===== config.mk =====
export PLATFORM = sky130hd
export DESIGN_NAME = igate_seq
export DESIGN_NICKNAME = d
export VERILOG_FILES = /design/src/rtl/igate_pkg.sv /design/src/rtl/igate_decode.sv /design/src/rtl/igate_frame.sv /design/src/rtl/igate_seq.sv
export SDC_FILE = /design/constraint.sdc
export NUM_CORES = 1
export LEC_CHECK = 0
export BUFFER_PORTS_ARGS = -buffer_cell sky130_fd_sc_hd__buf_2
export CAP_MARGIN = 20
export CORE_AREA = 2 2 196 198
export CTS_CLUSTER_DIAMETER = 60
export DETAILED_ROUTE_END_ITERATION = 10
export DIE_AREA = 0 0 198 200
export PLACE_DENSITY = 0.66
export REMOVE_ABC_BUFFERS = 1
export SYNTH_ARGS = -nofsm -noshare
export SYNTH_HDL_FRONTEND = slang
export SYNTH_HIERARCHICAL = 1
export SYNTH_SLANG_ARGS = --single-unit

===== constraint.sdc =====
create_clock -name clk -period 2.5 [get_ports clk]
set_input_delay 0.5 -clock clk [delete_from_list [all_inputs] [get_ports clk]]
set_output_delay 0.5 -clock clk [all_outputs]
set_load 0.01 [all_outputs]

===== src/rtl/igate_pkg.sv =====
package igate_pkg;

    localparam int WORD_W = 32;
    localparam int SEL_W  = 16;
    localparam int VEC_W  = 8;
    localparam int RING_W = 2;
    localparam int DESC_W = 64;
    localparam int IDX_W  = 3;
    localparam int ENTRY_SHIFT = 3;   // 8-byte table entries

    typedef enum logic [1:0] {
        ST_OK    = 2'd0,
        ST_TASK  = 2'd1,
        ST_BAD   = 2'd2,
        ST_UNSUP = 2'd3
    } entry_status_e;

    typedef enum logic [2:0] {
        GK_INTR,
        GK_TRAP,
        GK_TASK,
        GK_NARROW,
        GK_BAD
    } gate_kind_e;

    typedef struct packed {
        logic [RING_W-1:0] ring;
        logic [SEL_W-1:0]  cs;
        logic [WORD_W-1:0] ip;
        logic [WORD_W-1:0] flags;
        logic [SEL_W-1:0]  ss;
        logic [WORD_W-1:0] sp;
    } exec_state_t;

    typedef struct packed {
        logic [SEL_W-1:0]  sel;
        logic [WORD_W-1:0] offset;
        gate_kind_e        kind;
    } gate_info_t;

    function automatic gate_kind_e classify(input logic [3:0] t);
        case (t)
            4'b1110:         return GK_INTR;
            4'b1111:         return GK_TRAP;
            4'b0101:         return GK_TASK;
            4'b0110,
            4'b0111:         return GK_NARROW;
            default:         return GK_BAD;
        endcase
    endfunction

endpackage


===== src/rtl/igate_decode.sv =====
module igate_decode
    import igate_pkg::*;
(
    input  logic [DESC_W-1:0] desc,
    input  logic [RING_W-1:0] cur_ring,
    output gate_info_t        info,
    output logic              need_switch,
    output entry_status_e     verdict
);
    logic [RING_W-1:0] tgt;

    always_comb begin
        info.sel    = desc[31:16];
        info.offset = {desc[63:48], desc[15:0]};
        info.kind   = classify(desc[43:40]);
        tgt         = desc[16 +: RING_W];
        need_switch = (tgt < cur_ring);
        case (info.kind)
            GK_TASK:   verdict = ST_TASK;
            GK_NARROW: verdict = ST_UNSUP;
            GK_BAD:    verdict = ST_BAD;
            default:   verdict = (tgt > cur_ring) ? ST_BAD : ST_OK;
        endcase
    end
endmodule


===== src/rtl/igate_frame.sv =====
module igate_frame
    import igate_pkg::*;
(
    input  logic              switched,
    input  logic              has_err,
    input  exec_state_t       old,
    input  logic [WORD_W-1:0] err,
    input  logic [IDX_W-1:0]  idx,
    output logic [WORD_W-1:0] word,
    output logic              last
);
    localparam int PAD = WORD_W - SEL_W;

    logic [IDX_W-1:0] slot;
    logic [IDX_W-1:0] count;

    always_comb begin
        count = IDX_W'(3) + (switched ? IDX_W'(2) : IDX_W'(0))
              + (has_err ? IDX_W'(1) : IDX_W'(0));
        slot  = switched ? idx : idx + IDX_W'(2);
        last  = (idx == count - IDX_W'(1));
        case (slot)
            IDX_W'(0): word = {{PAD{1'b0}}, old.ss};
            IDX_W'(1): word = old.sp;
            IDX_W'(2): word = old.flags;
            IDX_W'(3): word = {{PAD{1'b0}}, old.cs};
            IDX_W'(4): word = old.ip;
            default:   word = err;
        endcase
    end
endmodule


===== src/rtl/igate_seq.sv =====
module igate_seq
    import igate_pkg::*;
#(
    parameter logic [31:0] GATE_BASE  = 32'h0000_1000,
    parameter logic [31:0] STACK_BASE = 32'h0000_0800,
    parameter int          IF_BIT     = 9
) (
    input  logic              clk,
    input  logic              rst,
    input  logic              req_valid,
    input  logic [VEC_W-1:0]  req_vector,
    input  logic              req_has_err,
    input  logic [WORD_W-1:0] req_err,
    input  logic [RING_W-1:0] cur_ring,
    input  logic [SEL_W-1:0]  cur_cs,
    input  logic [WORD_W-1:0] cur_ip,
    input  logic [WORD_W-1:0] cur_flags,
    input  logic [SEL_W-1:0]  cur_ss,
    input  logic [WORD_W-1:0] cur_sp,
    output logic              busy,
    output logic              rd_en,
    output logic [WORD_W-1:0] rd_addr,
    input  logic [DESC_W-1:0] rd_data,
    output logic              wr_valid,
    input  logic              wr_ready,
    output logic [WORD_W-1:0] wr_addr,
    output logic [WORD_W-1:0] wr_data,
    output logic              done,
    output logic [1:0]        status,
    output logic [RING_W-1:0] new_ring,
    output logic [SEL_W-1:0]  new_cs,
    output logic [WORD_W-1:0] new_ip,
    output logic [WORD_W-1:0] new_flags,
    output logic [SEL_W-1:0]  new_ss,
    output logic [WORD_W-1:0] new_sp
);
    localparam logic [WORD_W-1:0] STEP = WORD_W'(WORD_W / 8);

    typedef enum logic [2:0] {
        S_IDLE, S_GREQ, S_GDAT, S_SREQ, S_SDAT, S_PUSH, S_FIN
    } seq_state_e;

    seq_state_e        state;
    exec_state_t       old_q;
    logic [VEC_W-1:0]  vec_q;
    logic              herr_q;
    logic [WORD_W-1:0] err_q;
    gate_info_t        info_q;
    logic              switch_q;
    entry_status_e     status_q;
    logic [SEL_W-1:0]  ss_cur;
    logic [WORD_W-1:0] sp_cur;
    logic [IDX_W-1:0]  idx;

    gate_info_t        dec_info;
    logic              dec_switch;
    entry_status_e     dec_verdict;
    logic [WORD_W-1:0] fw_word;
    logic              fw_last;

    igate_decode u_dec (
        .desc        (rd_data),
        .cur_ring    (old_q.ring),
        .info        (dec_info),
        .need_switch (dec_switch),
        .verdict     (dec_verdict)
    );

    igate_frame u_frame (
        .switched (switch_q),
        .has_err  (herr_q),
        .old      (old_q),
        .err      (err_q),
        .idx      (idx),
        .word     (fw_word),
        .last     (fw_last)
    );

    always_ff @(posedge clk) begin
        if (rst) begin
            state    <= S_IDLE;
            old_q    <= '0;
            vec_q    <= '0;
            herr_q   <= 1'b0;
            err_q    <= '0;
            info_q   <= '0;
            switch_q <= 1'b0;
            status_q <= ST_OK;
            ss_cur   <= '0;
            sp_cur   <= '0;
            idx      <= '0;
        end else begin
            case (state)
                S_IDLE: if (req_valid) begin
                    vec_q  <= req_vector;
                    herr_q <= req_has_err;
                    err_q  <= req_err;
                    old_q  <= '{ring: cur_ring, cs: cur_cs, ip: cur_ip,
                                flags: cur_flags, ss: cur_ss, sp: cur_sp};
                    idx    <= '0;
                    state  <= S_GREQ;
                end
                S_GREQ: state <= S_GDAT;
                S_GDAT: begin
                    info_q   <= dec_info;
                    status_q <= dec_verdict;
                    switch_q <= dec_switch;
                    ss_cur   <= old_q.ss;
                    sp_cur   <= old_q.sp;
                    if (dec_verdict != ST_OK) state <= S_FIN;
                    else if (dec_switch)      state <= S_SREQ;
                    else                      state <= S_PUSH;
                end
                S_SREQ: state <= S_SDAT;
                S_SDAT: begin
                    sp_cur <= rd_data[31:0];
                    ss_cur <= rd_data[47:32];
                    state  <= S_PUSH;
                end
                S_PUSH: if (wr_ready) begin
                    sp_cur <= sp_cur - STEP;
                    idx    <= idx + IDX_W'(1);
                    if (fw_last) state <= S_FIN;
                end
                S_FIN:   state <= S_IDLE;
                default: state <= S_IDLE;
            endcase
        end
    end

    always_comb begin
        busy     = (state != S_IDLE);
        rd_en    = (state == S_GREQ) || (state == S_SREQ);
        rd_addr  = (state == S_SREQ)
                 ? STACK_BASE + (WORD_W'(info_q.sel[RING_W-1:0]) << ENTRY_SHIFT)
                 : GATE_BASE + (WORD_W'(vec_q) << ENTRY_SHIFT);
        wr_valid = (state == S_PUSH);
        wr_addr  = sp_cur - STEP;
        wr_data  = fw_word;
        done     = (state == S_FIN);
        status   = status_q;
        new_ring = info_q.sel[RING_W-1:0];
        new_cs   = info_q.sel;
        new_ip   = info_q.offset;
        new_ss   = ss_cur;
        new_sp   = sp_cur;
        new_flags = old_q.flags;
        if (info_q.kind == GK_INTR) new_flags[IF_BIT] = 1'b0;
    end

    // nothing moves on the memory ports while idle
    a_r1_quiet_idle: assert property (@(posedge clk) disable iff (rst)
        !busy |-> (!rd_en && !wr_valid && !done));

    // an offered word stays put until taken
    a_r8_hold: assert property (@(posedge clk) disable iff (rst)
        (wr_valid && !wr_ready) |=> (wr_valid && $stable(wr_addr) && $stable(wr_data)));

    // consecutive pushes walk down by one word
    a_r8_step: assert property (@(posedge clk) disable iff (rst)
        (wr_valid && wr_ready) |=> (!wr_valid || (wr_addr == $past(wr_addr) - STEP)));

    // completion is a single-cycle pulse
    a_r9_done_pulse: assert property (@(posedge clk) disable iff (rst)
        done |=> !done);

    // a rejected gate finishes next cycle without writing
    a_r3_reject_no_write: assert property (@(posedge clk) disable iff (rst)
        (state == S_GDAT && dec_verdict != ST_OK) |=> (done && !wr_valid));

    // interrupt-gate entry hands over flags with the enable bit clear
    a_r10_if_clear: assert property (@(posedge clk) disable iff (rst)
        (done && status == ST_OK && info_q.kind == GK_INTR) |-> !new_flags[IF_BIT]);

endmodule


==> results.md <==
- Fin crit share: 136%
- Worst R2R Setup Slack: -0.19 ns
- Worst hold slack: 0.188 ns
- # setup viols final: 63
- CP required: 2.00 ns
- Port bufs: 448
- Synth Cell Area: approximately 15000 um2
- Root Driver: clkbuf_16
- # nets final: 2633
- Layout cells sized above 1: 34.0%
- Seq cells post-synth: 279
- Clock skew: 0.0162 ns
- Total of max-cap violations: 0
- Crit Path Max Fanout: 6
- Yosys warns: 6
- EDFF count, synth: 0
- Max Clk Rate: roughly 290 MHz
- Ys async rst share: 0%
- Min Tclk post-route: ~3.4 ns
- Total power: ~14 mW
- Top_reg_cell synth: dfxtp_1
- Residual DRC count: 0
- Vias per cell: 5.32
- Post-DP HPWL: 37.4 mm
- Worst setup path category: reg -> out
- Initial Utilization: between 30% and 40%
- Clock Path Buffers: 3
- Num CTS Buffers: 36
- Failing checks: negative setup slack
- Crit path DAT: 2.90 ns
- Crit path top cell by count: buf_4
- First drt pass iteration count: 7
- Hold Crit Depth: 3
- RePlAce Congestion: ~0.92
- Slack of the critical path: -0.897 ns
- DP Area: 16800 um2
- Final ANT Viol Nets: 0
- Cells after synthesis: 2044
- Setup crit start kind: flop
- Clock latency on the worst-skew pair: 0.54 ns
- Worst Reg-to-Reg Cells: 13
- Die height: ~200 um
- Die Wd: approximately 200 um
- WL final: around 55 mm
- Gr ovfl total: 0
- Core Footprint: 37400 um2
- Hold bufs inserted after CTS: 0
- Distinct cells, synth: 75
- Worst Path Buf+Inv: 5
- Register area share after synthesis: between 30% and 40%
- Slew @ Worst Pin: approximately 0.75 ns
- CP Capture Type: primary output
- Leakage: 8.37 nW
- Synth top area share: 37.7%
- Area Growth Syn to Fin: 32.7%
- Via count: 15600
- Mean area per synthesized cell: 7.24 um2
- Final hold vios: 0
- CP max stage cell: or4_4
- # fillers: 3629
- Slew Viols, Final: 0
- Largest net degree at the start of global routing: between 100 and 150
- CP peak stage delay: 0.52 ns
- First-pass GRT wire length: between 80 and 90 mm
- Area contributors post-synth: dfxtp_1 38%, nand2_1 15%, a21oi_1 11%, buf_4 8.3%, clkbuf_1 3.1%
- Reg2reg end: new_sp[26]$_SDFFE_PP0P_
- Hold path startpoint: cur_ip[5]
- Status: finished, violations left
- Initial antenna violation count: 8
- CTS tree: built
- GRT Util Overall: 26.2%
- Worst-path cell chain: buf_4 -> inv_4 -> ha_4 -> or3b_4 -> or4_4 -> buf_6 -> nor4_4 -> buf_4 -> xor2_1 -> buf_2
- R2R Path Start: new_sp[3]$_SDFFE_PP0P_
- Site Rows: 71
- Wire per inst: 18.8 um
- Worst-case vdd ir drop: ~0.00041 V
- Die ar.: 39600 um2
- Worst Hold End: old_q[85]$_SDFFE_PP0P_
- HP Class: in -> reg
- Clock slew at reported path FFs: 0.06 ns
- H-Tree Depth: 2
- Ports: 471
- Finished Cell Area: 19700 um2
- Unrepaired setup endpoints after global routing: true
- Worst rel slew slack: 50.1%
- Vias in the first global route: 14400
- # clock sinks: about 280
- Post-synth top area cell: dfxtp_1
- Cell family with most CP delay: simple AND/OR/NAND/NOR gates
- Iteration-0 DRC Markers: between 1000 and 1500
- Power density over the cells: 730 nW/um2
## cell families after synthesis
group	synth area share [%]
AOI/OAI and AO/OA	22.1
xor gates and xnor gates	1.66
adders and majority gates	0.338
buffers and inverters	13.2
DFF	37.7
muxes	2.33
other	0.0253
and+or+nand+nor	22.7
## synth_stat cells, types with 6 or more instances
library cell    n
a21boi_0        6
a21o_1          9
a21oi_1       324
a222oi_1        8
a311oi_1       17
a31oi_1        16
and2_1          8
and3_1          6
buf_1           6
buf_2          17
buf_4         164
clkbuf_1      122
dfxtp_1       279
inv_1          21
mux2i_1        30
nand2_1       575
nand2b_1       22
nand3_1        15
nor2_1        111
nor3_1         21
nor4_1         10
o21ai_0        61
o21bai_1       12
o221ai_1        6
o22ai_1        29
o311ai_0        8
o32ai_1         7
or3_1           7
xnor2_1        13
xor2_1         15
## worst min-delay path: stages
cell	delay, ns
buf_2	0.09
nand2_1	0.04
a21oi_1	0.05
## per-stage QoR
step	setup TNS, ns	utilization (%)	std cells	worst slack, ns
after floorplan	-594.77	-	1749	-4.18
after CTS	-22.52	50.5	2901	-0.906
after detailed placement	-4.75	45.0	2805	-0.403
final	-23.95	52.5	2931	-0.897
after global routing	-28.80	52.5	2931	-0.956
after global placement	-3.82	45.0	2805	-0.385
## layer usage
layer	vias to the layer above	part of all wire, %	track usage (%)
li1	7473	-	-
met1	7293	41	33.5
met2	685	48	43.9
met3	130	6.9	4.27
met4	6	3.9	11.3
met5	-	0.062	0
## cell usage in the layout, fill, tap and decap left out, drive strengths merged, types with 9 or more instances in the layout
cell and count:
nor3 21, a21oi 326, nand2 575, a31oi 16, o311ai 13, clkbuf 56, mux2i 31, xnor2 13
conb 22, nor2 114, nand2b 22, o22ai 29, nor4 10, o21bai 12, o21ai 64, a21o 9
a311oi 17, buf 600, nand3 15, inv 26, xor2 15, dfxtp 279
## cell type report
| class | instances | area [um2] | share of cell area [%] |
|---|---|---|---|
| inverter | 22 | 87.6 | 0.446 |
| multi-input combinational | 1448 | 8170 | 41.6 |
| tap | 511 | 639 | 3.25 |
| antenna | 5 | 12.5 | 0.0637 |
| timing repair buffer | 603 | 3940 | 20.1 |
| sequential | 279 | 5610 | 28.5 |
| clock buffer | 54 | 1100 | 5.60 |
| clock inverter | 9 | 91.3 | 0.465 |
## timing repair
action / in CTS / in global routing
gates cloned: 5 / 4
resized for setup: 134 / 121
pin swaps: 42 / 57
endpoints found under the setup margin: 75 / 71
endpoints found under the hold margin: 0 / 0
setup buffers: 28 / 25
## registers in the layout, indices dropped and copies added (netlist names)
| name | flops |
|---|---|
| new_sp | 32 |
| herr_q | 1 |
| old_q | 99 |
| info_q | 3 |
| switch_q | 1 |
| idx | 3 |
| new_ss | 16 |
| new_ip | 32 |
| new_cs | 16 |
| new_flags | 31 |
| err_q | 32 |
| status | 2 |
| vec_q | 8 |
| state | 3 |
## power breakdown
part	internal (mW)	switching [mW]	leakage, nW	total, mW
Clock	3.15	2.05	0.592	5.20
Sequential	4.76	0.284	2.28	5.05
Combinational	1.86	2.23	5.49	4.09
Total	9.78	4.56	8.37	14.3
## how the worst max path moves through the flow
stage | cells after the start | from | slack (ns) | endpoint
final | 10 | new_sp[3]$_SDFFE_PP0P_ | -0.90 | wr_addr[26]
after global routing | 10 | new_sp[3]$_SDFFE_PP0P_ | -0.96 | wr_addr[26]
after CTS | 6 | new_sp[2]$_SDFFE_PP0P_ | -0.91 | wr_addr[29]
after detailed placement | 9 | new_sp[2]$_SDFFE_PP0P_ | -0.40 | wr_addr[26]
after global placement | 9 | new_sp[2]$_SDFFE_PP0P_ | -0.38 | wr_addr[26]
after floorplan | 5 | state[0]$_SDFFE_PP0P_ | -4.18 | new_sp[30]$_SDFFE_PP0P_
No activity file was read; power rests on OpenSTA's default activity.
